`src/rtl/rgtx_pkg.sv`:
```
package rgtx_pkg;

    typedef enum logic [1:0] {
        SPD_10M    = 2'b00,
        SPD_100M   = 2'b01,
        SPD_1G     = 2'b10,
        SPD_1G_ALT = 2'b11
    } rgtx_speed_e;

    typedef struct packed {
        logic [3:0] d_rise;
        logic [3:0] d_fall;
        logic       c_rise;
        logic       c_fall;
        logic       k_rise;
        logic       k_fall;
    } rgtx_pins_t;

endpackage

```
`src/rtl/rgtx_rate.sv`:
```
module rgtx_rate #(
    parameter int DIV_100 = 5,
    parameter int DIV_10  = 50,
    parameter int CNT_W   = $clog2(DIV_10 + 1)
) (
    input  logic             clk,
    input  logic             rst_n,
    input  logic             take,
    input  logic             tx_en,
    input  logic [1:0]       speed_sel,
    output logic [1:0]       spd_q,
    output logic [CNT_W-1:0] div_n
);
    import rgtx_pkg::*;

    typedef struct packed {
        logic [1:0] spd;
    } rate_t;

    rate_t r_d, r_q;

    always_comb begin
        r_d = r_q;
        // rate switch only at an idle byte boundary
        if (take && !tx_en) begin
            r_d.spd = speed_sel;
        end
    end

    always_ff @(posedge clk) begin
        if (!rst_n) begin
            r_q.spd <= SPD_10M;
        end else begin
            r_q <= r_d;
        end
    end

    always_comb begin
        case (r_q.spd)
            SPD_10M:  div_n = CNT_W'(DIV_10);
            SPD_100M: div_n = CNT_W'(DIV_100);
            default:  div_n = CNT_W'(1);
        endcase
    end

    assign spd_q = r_q.spd;

endmodule

```
`src/rtl/rgtx_pace.sv`:
```
module rgtx_pace #(
    parameter int DIV_10 = 50,
    parameter int CNT_W  = $clog2(DIV_10 + 1)
) (
    input  logic             clk,
    input  logic             rst_n,
    input  logic             is_gig,
    input  logic [CNT_W-1:0] div_n,
    output logic             take,
    output logic [CNT_W-1:0] cyc_q,
    output logic             nib_q
);
    typedef struct packed {
        logic [CNT_W-1:0] cyc;
        logic             nib;
    } pace_t;

    pace_t p_d, p_q;
    logic  last_cyc;

    always_comb begin
        last_cyc = (p_q.cyc >= div_n - CNT_W'(1));
        take     = last_cyc && (p_q.nib || is_gig);
        p_d      = p_q;
        if (take) begin
            p_d.cyc = '0;
            p_d.nib = 1'b0;
        end else if (last_cyc) begin
            p_d.cyc = '0;
            p_d.nib = 1'b1;
        end else begin
            p_d.cyc = p_q.cyc + CNT_W'(1);
        end
    end

    always_ff @(posedge clk) begin
        if (!rst_n) begin
            p_q.cyc <= CNT_W'(DIV_10 - 1);
            p_q.nib <= 1'b1;
        end else begin
            p_q <= p_d;
        end
    end

    assign cyc_q = p_q.cyc;
    assign nib_q = p_q.nib;

endmodule

```
`src/rtl/rgtx_lane.sv`:
```
module rgtx_lane #(
    parameter int DIV_10 = 50,
    parameter int CNT_W  = $clog2(DIV_10 + 1)
) (
    input  logic                 clk,
    input  logic                 rst_n,
    input  logic                 take,
    input  logic [7:0]           tx_data,
    input  logic                 tx_en,
    input  logic                 tx_er,
    input  logic                 is_gig,
    input  logic [CNT_W-1:0]     div_n,
    input  logic [CNT_W-1:0]     cyc_q,
    input  logic                 nib_q,
    output rgtx_pkg::rgtx_pins_t pins
);
    import rgtx_pkg::*;

    typedef struct packed {
        logic [7:0] hold;
        logic       en;
        logic       er;
        rgtx_pins_t out;
    } lane_t;

    lane_t        l_d, l_q;
    logic [CNT_W:0] half_r, half_f, lim;
    logic [3:0]   nibble;

    always_comb begin
        l_d    = l_q;
        half_r = {cyc_q, 1'b0};
        half_f = {cyc_q, 1'b1};
        lim    = {1'b0, div_n};
        nibble = nib_q ? l_q.hold[7:4] : l_q.hold[3:0];

        // forwarded clock: high for the first div_n half-cycles
        l_d.out.k_rise = (half_r < lim);
        l_d.out.k_fall = (half_f < lim);

        if (is_gig) begin
            l_d.out.d_rise = l_q.hold[3:0];
            l_d.out.d_fall = l_q.hold[7:4];
            l_d.out.c_rise = l_q.en;
            l_d.out.c_fall = l_q.en ^ l_q.er;
        end else begin
            l_d.out.d_rise = nibble;
            l_d.out.d_fall = nibble;
            l_d.out.c_rise = l_q.en;
            l_d.out.c_fall = l_q.en;
        end

        if (take) begin
            l_d.hold = tx_data;
            l_d.en   = tx_en;
            l_d.er   = tx_er;
        end
    end

    always_ff @(posedge clk) begin
        if (!rst_n) begin
            l_q <= '0;
        end else begin
            l_q <= l_d;
        end
    end

    assign pins = l_q.out;

endmodule

```
`src/rtl/rgmii_tx_ddr_enc.sv`:
```
module rgmii_tx_ddr_enc #(
    parameter int DIV_100 = 5,
    parameter int DIV_10  = 50
) (
    input  logic       clk,
    input  logic       rst_n,
    input  logic [7:0] tx_data,
    input  logic       tx_en,
    input  logic       tx_er,
    input  logic [1:0] speed_sel,
    output logic       byte_take,
    output logic [3:0] txd_rise,
    output logic [3:0] txd_fall,
    output logic       ctl_rise,
    output logic       ctl_fall,
    output logic       txc_rise,
    output logic       txc_fall
);
    import rgtx_pkg::*;

    localparam int CNT_W = $clog2(DIV_10 + 1);

    logic [1:0]       rate_spd;
    logic [CNT_W-1:0] div_n;
    logic             gig;
    logic             take;
    logic [CNT_W-1:0] cyc;
    logic             nib;
    rgtx_pins_t       pins;

    assign gig = rate_spd[1];

    rgtx_rate #(.DIV_100(DIV_100), .DIV_10(DIV_10), .CNT_W(CNT_W)) u_rate (
        .clk(clk), .rst_n(rst_n), .take(take), .tx_en(tx_en),
        .speed_sel(speed_sel), .spd_q(rate_spd), .div_n(div_n)
    );

    rgtx_pace #(.DIV_10(DIV_10), .CNT_W(CNT_W)) u_pace (
        .clk(clk), .rst_n(rst_n), .is_gig(gig), .div_n(div_n),
        .take(take), .cyc_q(cyc), .nib_q(nib)
    );

    rgtx_lane #(.DIV_10(DIV_10), .CNT_W(CNT_W)) u_lane (
        .clk(clk), .rst_n(rst_n), .take(take), .tx_data(tx_data),
        .tx_en(tx_en), .tx_er(tx_er), .is_gig(gig), .div_n(div_n),
        .cyc_q(cyc), .nib_q(nib), .pins(pins)
    );

    assign byte_take = take;
    assign txd_rise  = pins.d_rise;
    assign txd_fall  = pins.d_fall;
    assign ctl_rise  = pins.c_rise;
    assign ctl_fall  = pins.c_fall;
    assign txc_rise  = pins.k_rise;
    assign txc_fall  = pins.k_fall;

endmodule

```
`config.mk`:
```
export PLATFORM = sky130hd
export DESIGN_NAME = rgmii_tx_ddr_enc
export DESIGN_NICKNAME = d
export VERILOG_FILES = /design/src/rtl/rgtx_pkg.sv /design/src/rtl/rgtx_rate.sv /design/src/rtl/rgtx_pace.sv /design/src/rtl/rgtx_lane.sv /design/src/rtl/rgmii_tx_ddr_enc.sv
export SDC_FILE = /design/constraint.sdc
export NUM_CORES = 1
export LEC_CHECK = 0
export CORE_ASPECT_RATIO = 0.9
export CORE_UTILIZATION = 25
export CTS_CLUSTER_DIAMETER = 200
export DETAILED_ROUTE_END_ITERATION = 12
export PLACE_DENSITY = 0.54
export RECOVER_POWER = 25
export SLEW_MARGIN = 25
export SYNTH_ARGS = -nofsm -noshare
export SYNTH_HDL_FRONTEND = slang
export SYNTH_SLANG_ARGS = --single-unit
```
`constraint.sdc`:
```
create_clock -name clk -period 2.45 [get_ports clk]
set_input_delay 0.49 -clock clk [delete_from_list [all_inputs] [get_ports clk]]
set_output_delay 0.49 -clock clk [all_outputs]
set_load 0.01 [all_outputs]
```
* Yosys cells after proc, flatten, opt, wreduce, memory -nomap -nowiden *
Cells that the tools add are included.

word-level totals
  register bits after elaboration = 31
  output and inout port bits = 13
  word-level logic and storage cells = 34

cells by class
  $add $sub $neg = 2
  order comparisons = 3
  eq/ne operators = 1
  mux-type cells = 6
  bitwise operators = 2
  reduce and logical (&&, ||, !) cells = 7

operators by type and width
  operator             number
  $lt 7x6->1           2
  $pmux 6 s2           1
  $mux 10              1
  $mux 7               1
  $add 6x1->6 const B  1
  $ge 6x6->1           1
  $mux 6               1
  $sub 6x1->6 const B  1
  $mux 4               1
  $reduce_or 3->1      1
  $eq 2x1->1 const B   1
  $logic_and 1x1->1    2
  $logic_not 2->1      1
  $reduce_bool 2->1    1
  $logic_not 1->1      1
  $logic_or 1x1->1     1
  $mux 1               1
  $not 1->1            1
  $xor 1x1->1          1

* Longest topological paths before layout *
  depth after elaboration = 6
  mapped depth = 10

* Hierarchy *
Synthesis repeated with hierarchy kept, for this count alone.

unflattened totals
  cells, all modules = 183
  area, all modules = 1,680.4 sq um

by module, submodules not included
  module     times used  cells each  area each (sq um)  seq. area each (sq um)
  rgtx_lane  1           114         1,046.0            440.4
  rgtx_pace  1           53          505.5              140.1
  rgtx_rate  1           16          128.9              40.0

* Worst setup path after synthesis *
OpenSTA, ideal clock, no wires.

  kind = reg2out
  start = register u_rate.r_q, in the netlist u_rate.spd_q[1]
  end = output byte_take
  arrival time = 1.722 ns
  setup slack = 0.238 ns
  cell stages (with the launch flop) = 10
  buffers on the path = 2
  cell sequence = dfxtp_1 -> buf_6 -> or2_1 -> inv_2 -> ha_1 -> nand2b_1 -> a21oi_1 -> o31a_4 -> buf_12 -> inv_1

between the ends
  word-level cells in the longest chain between the ends = 5
  elaborated cells on any way between the ends = 7
  classes of those cells = 1 x add/sub; 1 x order compare; 1 x eq/ne; 1 x mux; 3 x reduce/logical

ends and longest elaborated chain
  element                                        line                    source
  start, declared                                rgtx_rate.sv:20         rate_t r_d, r_q;
  start signal, assigned                         rgtx_rate.sv:34         r_q <= r_d;
  $eq 2x1->1 or $logic_not 2->1 (tied branches)  rgtx_rate.sv:39         case (r_q.spd)
  $pmux 6 s2                                     rgtx_rate.sv:39
  $sub 6x1->6                                    rgtx_pace.sv:22         last_cyc = (p_q.cyc >= div_n - CNT_W'(1));
  $ge 6x6->1                                     rgtx_pace.sv:22
  $logic_and 1x1->1 *                            rgtx_pace.sv:23         take = last_cyc && (p_q.nib || is_gig);
  end, declared                                  rgmii_tx_ddr_enc.sv:11  output logic byte_take,

Every way passes the cells marked *; elsewhere a longest branch is shown, timed or not.

* Worst setup path in the final report *
Ends and elaborated chain as after synthesis.

==> impl_metrics.py <==
metrics = {
    "status": {
        "status": "completed",
    },
    "worst_setup_path": {
        "r2r_slack_ns": 0.41,
        "endpoint": "byte_take",
        "crit_arrival_ns": 1.80,
        "path_cells": "buf_4, nand2b_2, ha_4, nand2_2, o31a_4, inv_1, clkbuf_2",
        "rr_worst_depth": 7,
        "regToRegStartpoint": "u_rate.spd_q[1]",
        "end_kind": "primary output",
        "required_ns": 1.96,
        "path_max_fanout": 2,
        "timing.critical_path.from": "u_rate.spd_q[1]",
        "r2r_end": "u_lane.pins[1]",
        "path_class": "flip-flop to primary output",
        "critPathLaunchType": "flip-flop",
        "critPathSlowestCell": "o31a_4",
        "cp_slowest_stage_delay_ns": 0.35,
    },
    "synthesis": {
        "ys_types": 32,
        "netlist_instances": 156,
        "synth-main-ff-cell": "dfxtp_1",
        "seq_area_frac_synth_pct": 41.4,
        "synth.cell_area_um2": 1500,
        "ys_ff_latch": 31,
        "synthArstFlopShare_pct": 0,
        "syn-mean-instance-area_um2": 9.60,
        "synth_enable_flop_cells": 0,
        "ys_warn_count": 0,
    },
    "route": {
        "post-route-drc-count": 0,
        "num_vias": 1109,
        "first_pass_iters": 4,
        "avgRoutedWirePerCell_um": 12.1,
        "ant_nets": 0,
        "wl_mm": 3.09,
        "avgViaCountPerCell": 4.33,
        "drt_iter0_markers": 33,
    },
    "timing": {
        "maxSlewViolCount": 0,
        "worstMarginPinSlew_ns": 0.865,
        "relSlewSlack_pct": 42.3,
        "fmax_mhz": 437,
        "fin_setup_tns_ns": 0,
        "finalHoldViolCount": 0,
        "clock_skew_ns": 0.00796,
        "period_needed_ns": 2.29,
        "setup_viol": 0,
        "rsz0062_at_grt": "false",
        "finalCritPeriodShare_pct": 93.3,
    },
    "finish": {
        "n_fill_cell": 605,
        "drive_above_1_share_pct": 16.7,
        "finalNetCount": 211,
        "area_growth_pct": 30.6,
        "diodes": 0,
        "final_area_um2": 1960,
        "seqCellArea_um2": 621,
        "multi_input_area_um2": 802,
    },
    "clocking": {
        "clock_latency_ns": 0.29,
        "htree_levels": 2,
        "path_clk_slew_ns": 0.07,
        "cts_buffers": 5,
        "cts_num_sinks": 31,
        "cts_tree": "done",
        "clockBufferDepth": 2,
        "cts_root_buffer": "clkbuf_8",
    },
    "global_route": {
        "grt-ovfl-total": 0,
        "grt_start_max_net_pins": 20,
        "antenna_found_initial": 0,
        "gr-usage-all-layers_pct": 10.7,
        "grt_pass1_vias": 1040,
        "grt_pass1_wl_mm": 5.09,
    },
    "worst_hold_path": {
        "hp-class": "flip-flop to flip-flop",
    },
    "floorplanning": {
        "dieWidth_um": 83.6,
        "start_util_pct": 26.2,
        "fp.dieH_um": 75.4,
        "coreArea_um2": 5730,
        "dieArea_um2": 6300,
        "ios": 27,
        "rows": 26,
    },
    "power": {
        "power_density_nw_per_um2": 1380,
        "power_w": 0.00271,
        "p_leak_nw": 0.868,
        "ir_worst_vdd_v": 0.00102,
    },
    "flow_run": {
        "cap_violations": 0,
    },
    "place": {
        "port_buffers": 26,
        "gp_congestion": 0.719,
        "place_area_um2": 1800,
        "dp_hpwl_mm": 2.20,
    },
}
-- worst max-delay path: cells and delay by family, from the launching register on --
family | cells | cell delay [ns]
flops | 1 | 0.31
fa+ha+maj | 1 | 0.27
simple gates | 2 | 0.27
compound gates | 1 | 0.35
buf+inv | 3 | 0.30
-- metrics by stage --
stage / hold slack, ns / util, % / instances / setup slack (ns)
CTS: 0.478 / 33.7 / 256 / 0.0176
detailed placement: 0.468 / 31.5 / 247 / 0.0255
floorplan: 0.444 / - / 157 / 0.238
global placement: 0.467 / 31.5 / 247 / 0.0523
finish: 0.475 / 34.2 / 256 / 0.164
global route: 0.508 / 34.2 / 256 / 0.0901
-- worst min path at each step --
stage | end | cells past startpoint | start
after CTS | u_lane.pins[4] | 2 | u_lane.l_q[14]
final | u_lane.pins[4] | 2 | u_lane.l_q[14]
after global placement | u_lane.pins[4] | 2 | u_lane.l_q[14]
after detailed placement | u_lane.pins[4] | 2 | u_lane.l_q[14]
after global routing | u_lane.pins[6] | 2 | u_lane.l_q[16]
after floorplan | u_lane.pins[4] | 2 | u_lane.l_q[14]
-- cell type report --
| type | count | share of cell area [%] |
|---|---|---|
| Multi-Input combinational cell | 105 | 41.0 |
| Sequential cell | 31 | 31.7 |
| Timing Repair Buffer | 35 | 16.3 |
| Clock buffer | 8 | 5.12 |
| Tap cell | 70 | 4.48 |
| Inverter | 7 | 1.34 |
-- Yosys cell counts (3+ instances only) --
library cell,instances,area (µm²)
nor2_1,18,67.6
nand2b_1,3,18.8
o21ai_0,7,35.0
inv_1,6,22.5
a21o_1,4,30.0
nand2_1,12,45.0
buf_4,8,60.1
mux2i_1,17,170
xor2_1,3,26.3
a21oi_1,9,45.0
ha_1,12,150
dfxtp_1,31,621
clkbuf_1,3,11.3
-- cells in the final DEF, fill, tap and decap left out, types with 2 or more instances in the layout --
master	instances
mux2i_1	17
dfxtp_1	31
inv_1	6
ha_1	10
xnor2_1	2
clkbuf_8	7
nand2_1	11
o21ai_0	7
a21o_1	4
xor2_1	3
nand3_1	2
clkdlybuf4s50_1	23
a21oi_1	7
clkbuf_1	2
dlygate4sd3_1	2
buf_4	8
nor2_1	18
ha_4	2
nor2_2	2
conb_1	2
-- metal layers --
metal  global-route usage (%)  routed length (µm)
met2                     16.8                1350
met3                     3.36                 166
met5                        0                   0
met4                     6.21                  71
met1                     13.2                1490
-- power breakdown --
group / leakage, nW / internal [W] / total (W) / switching (W)
Sequential: 0.253 / 0.000664 / 0.000789 / 0.000126
Combinational: 0.563 / 0.000764 / 0.00147 / 0.000708
Clock: 0.0515 / 0.000256 / 0.000444 / 0.000188
-- timing repair --
| action | CTS | global route |
|---|---|---|
| hold buffers | 0 | 0 |
| pin swaps | 1 | 3 |
| buffers inserted | 1 | 0 |
| setup endpoints to repair | 1 | 1 |
| resized for setup | 4 | 8 |
-- flip-flops by register name, summed over array words and instances (netlist names) --
register	count
u_lane.l_q	10
u_lane.pins	12
u_pace.cyc_q	6
u_pace.nib_q	1
u_rate.spd_q	2
-- logic make-up (layout without fill, tap and decap cells) --
logic type	Yosys count	after routing	synth area share, %
AND/OR/NAND/NOR	43	43	13.0
flip-flops	31	31	41.4
AO/OA/AOI/OAI	26	26	12.0
buffers and inverters	21	50	8.94
multiplexers	17	17	11.4
adder cells (fa/ha/maj)	12	12	10.0
XOR/XNOR	5	5	2.92
other	1	2	0.250
No activity file was read; power rests on OpenSTA's default activity.
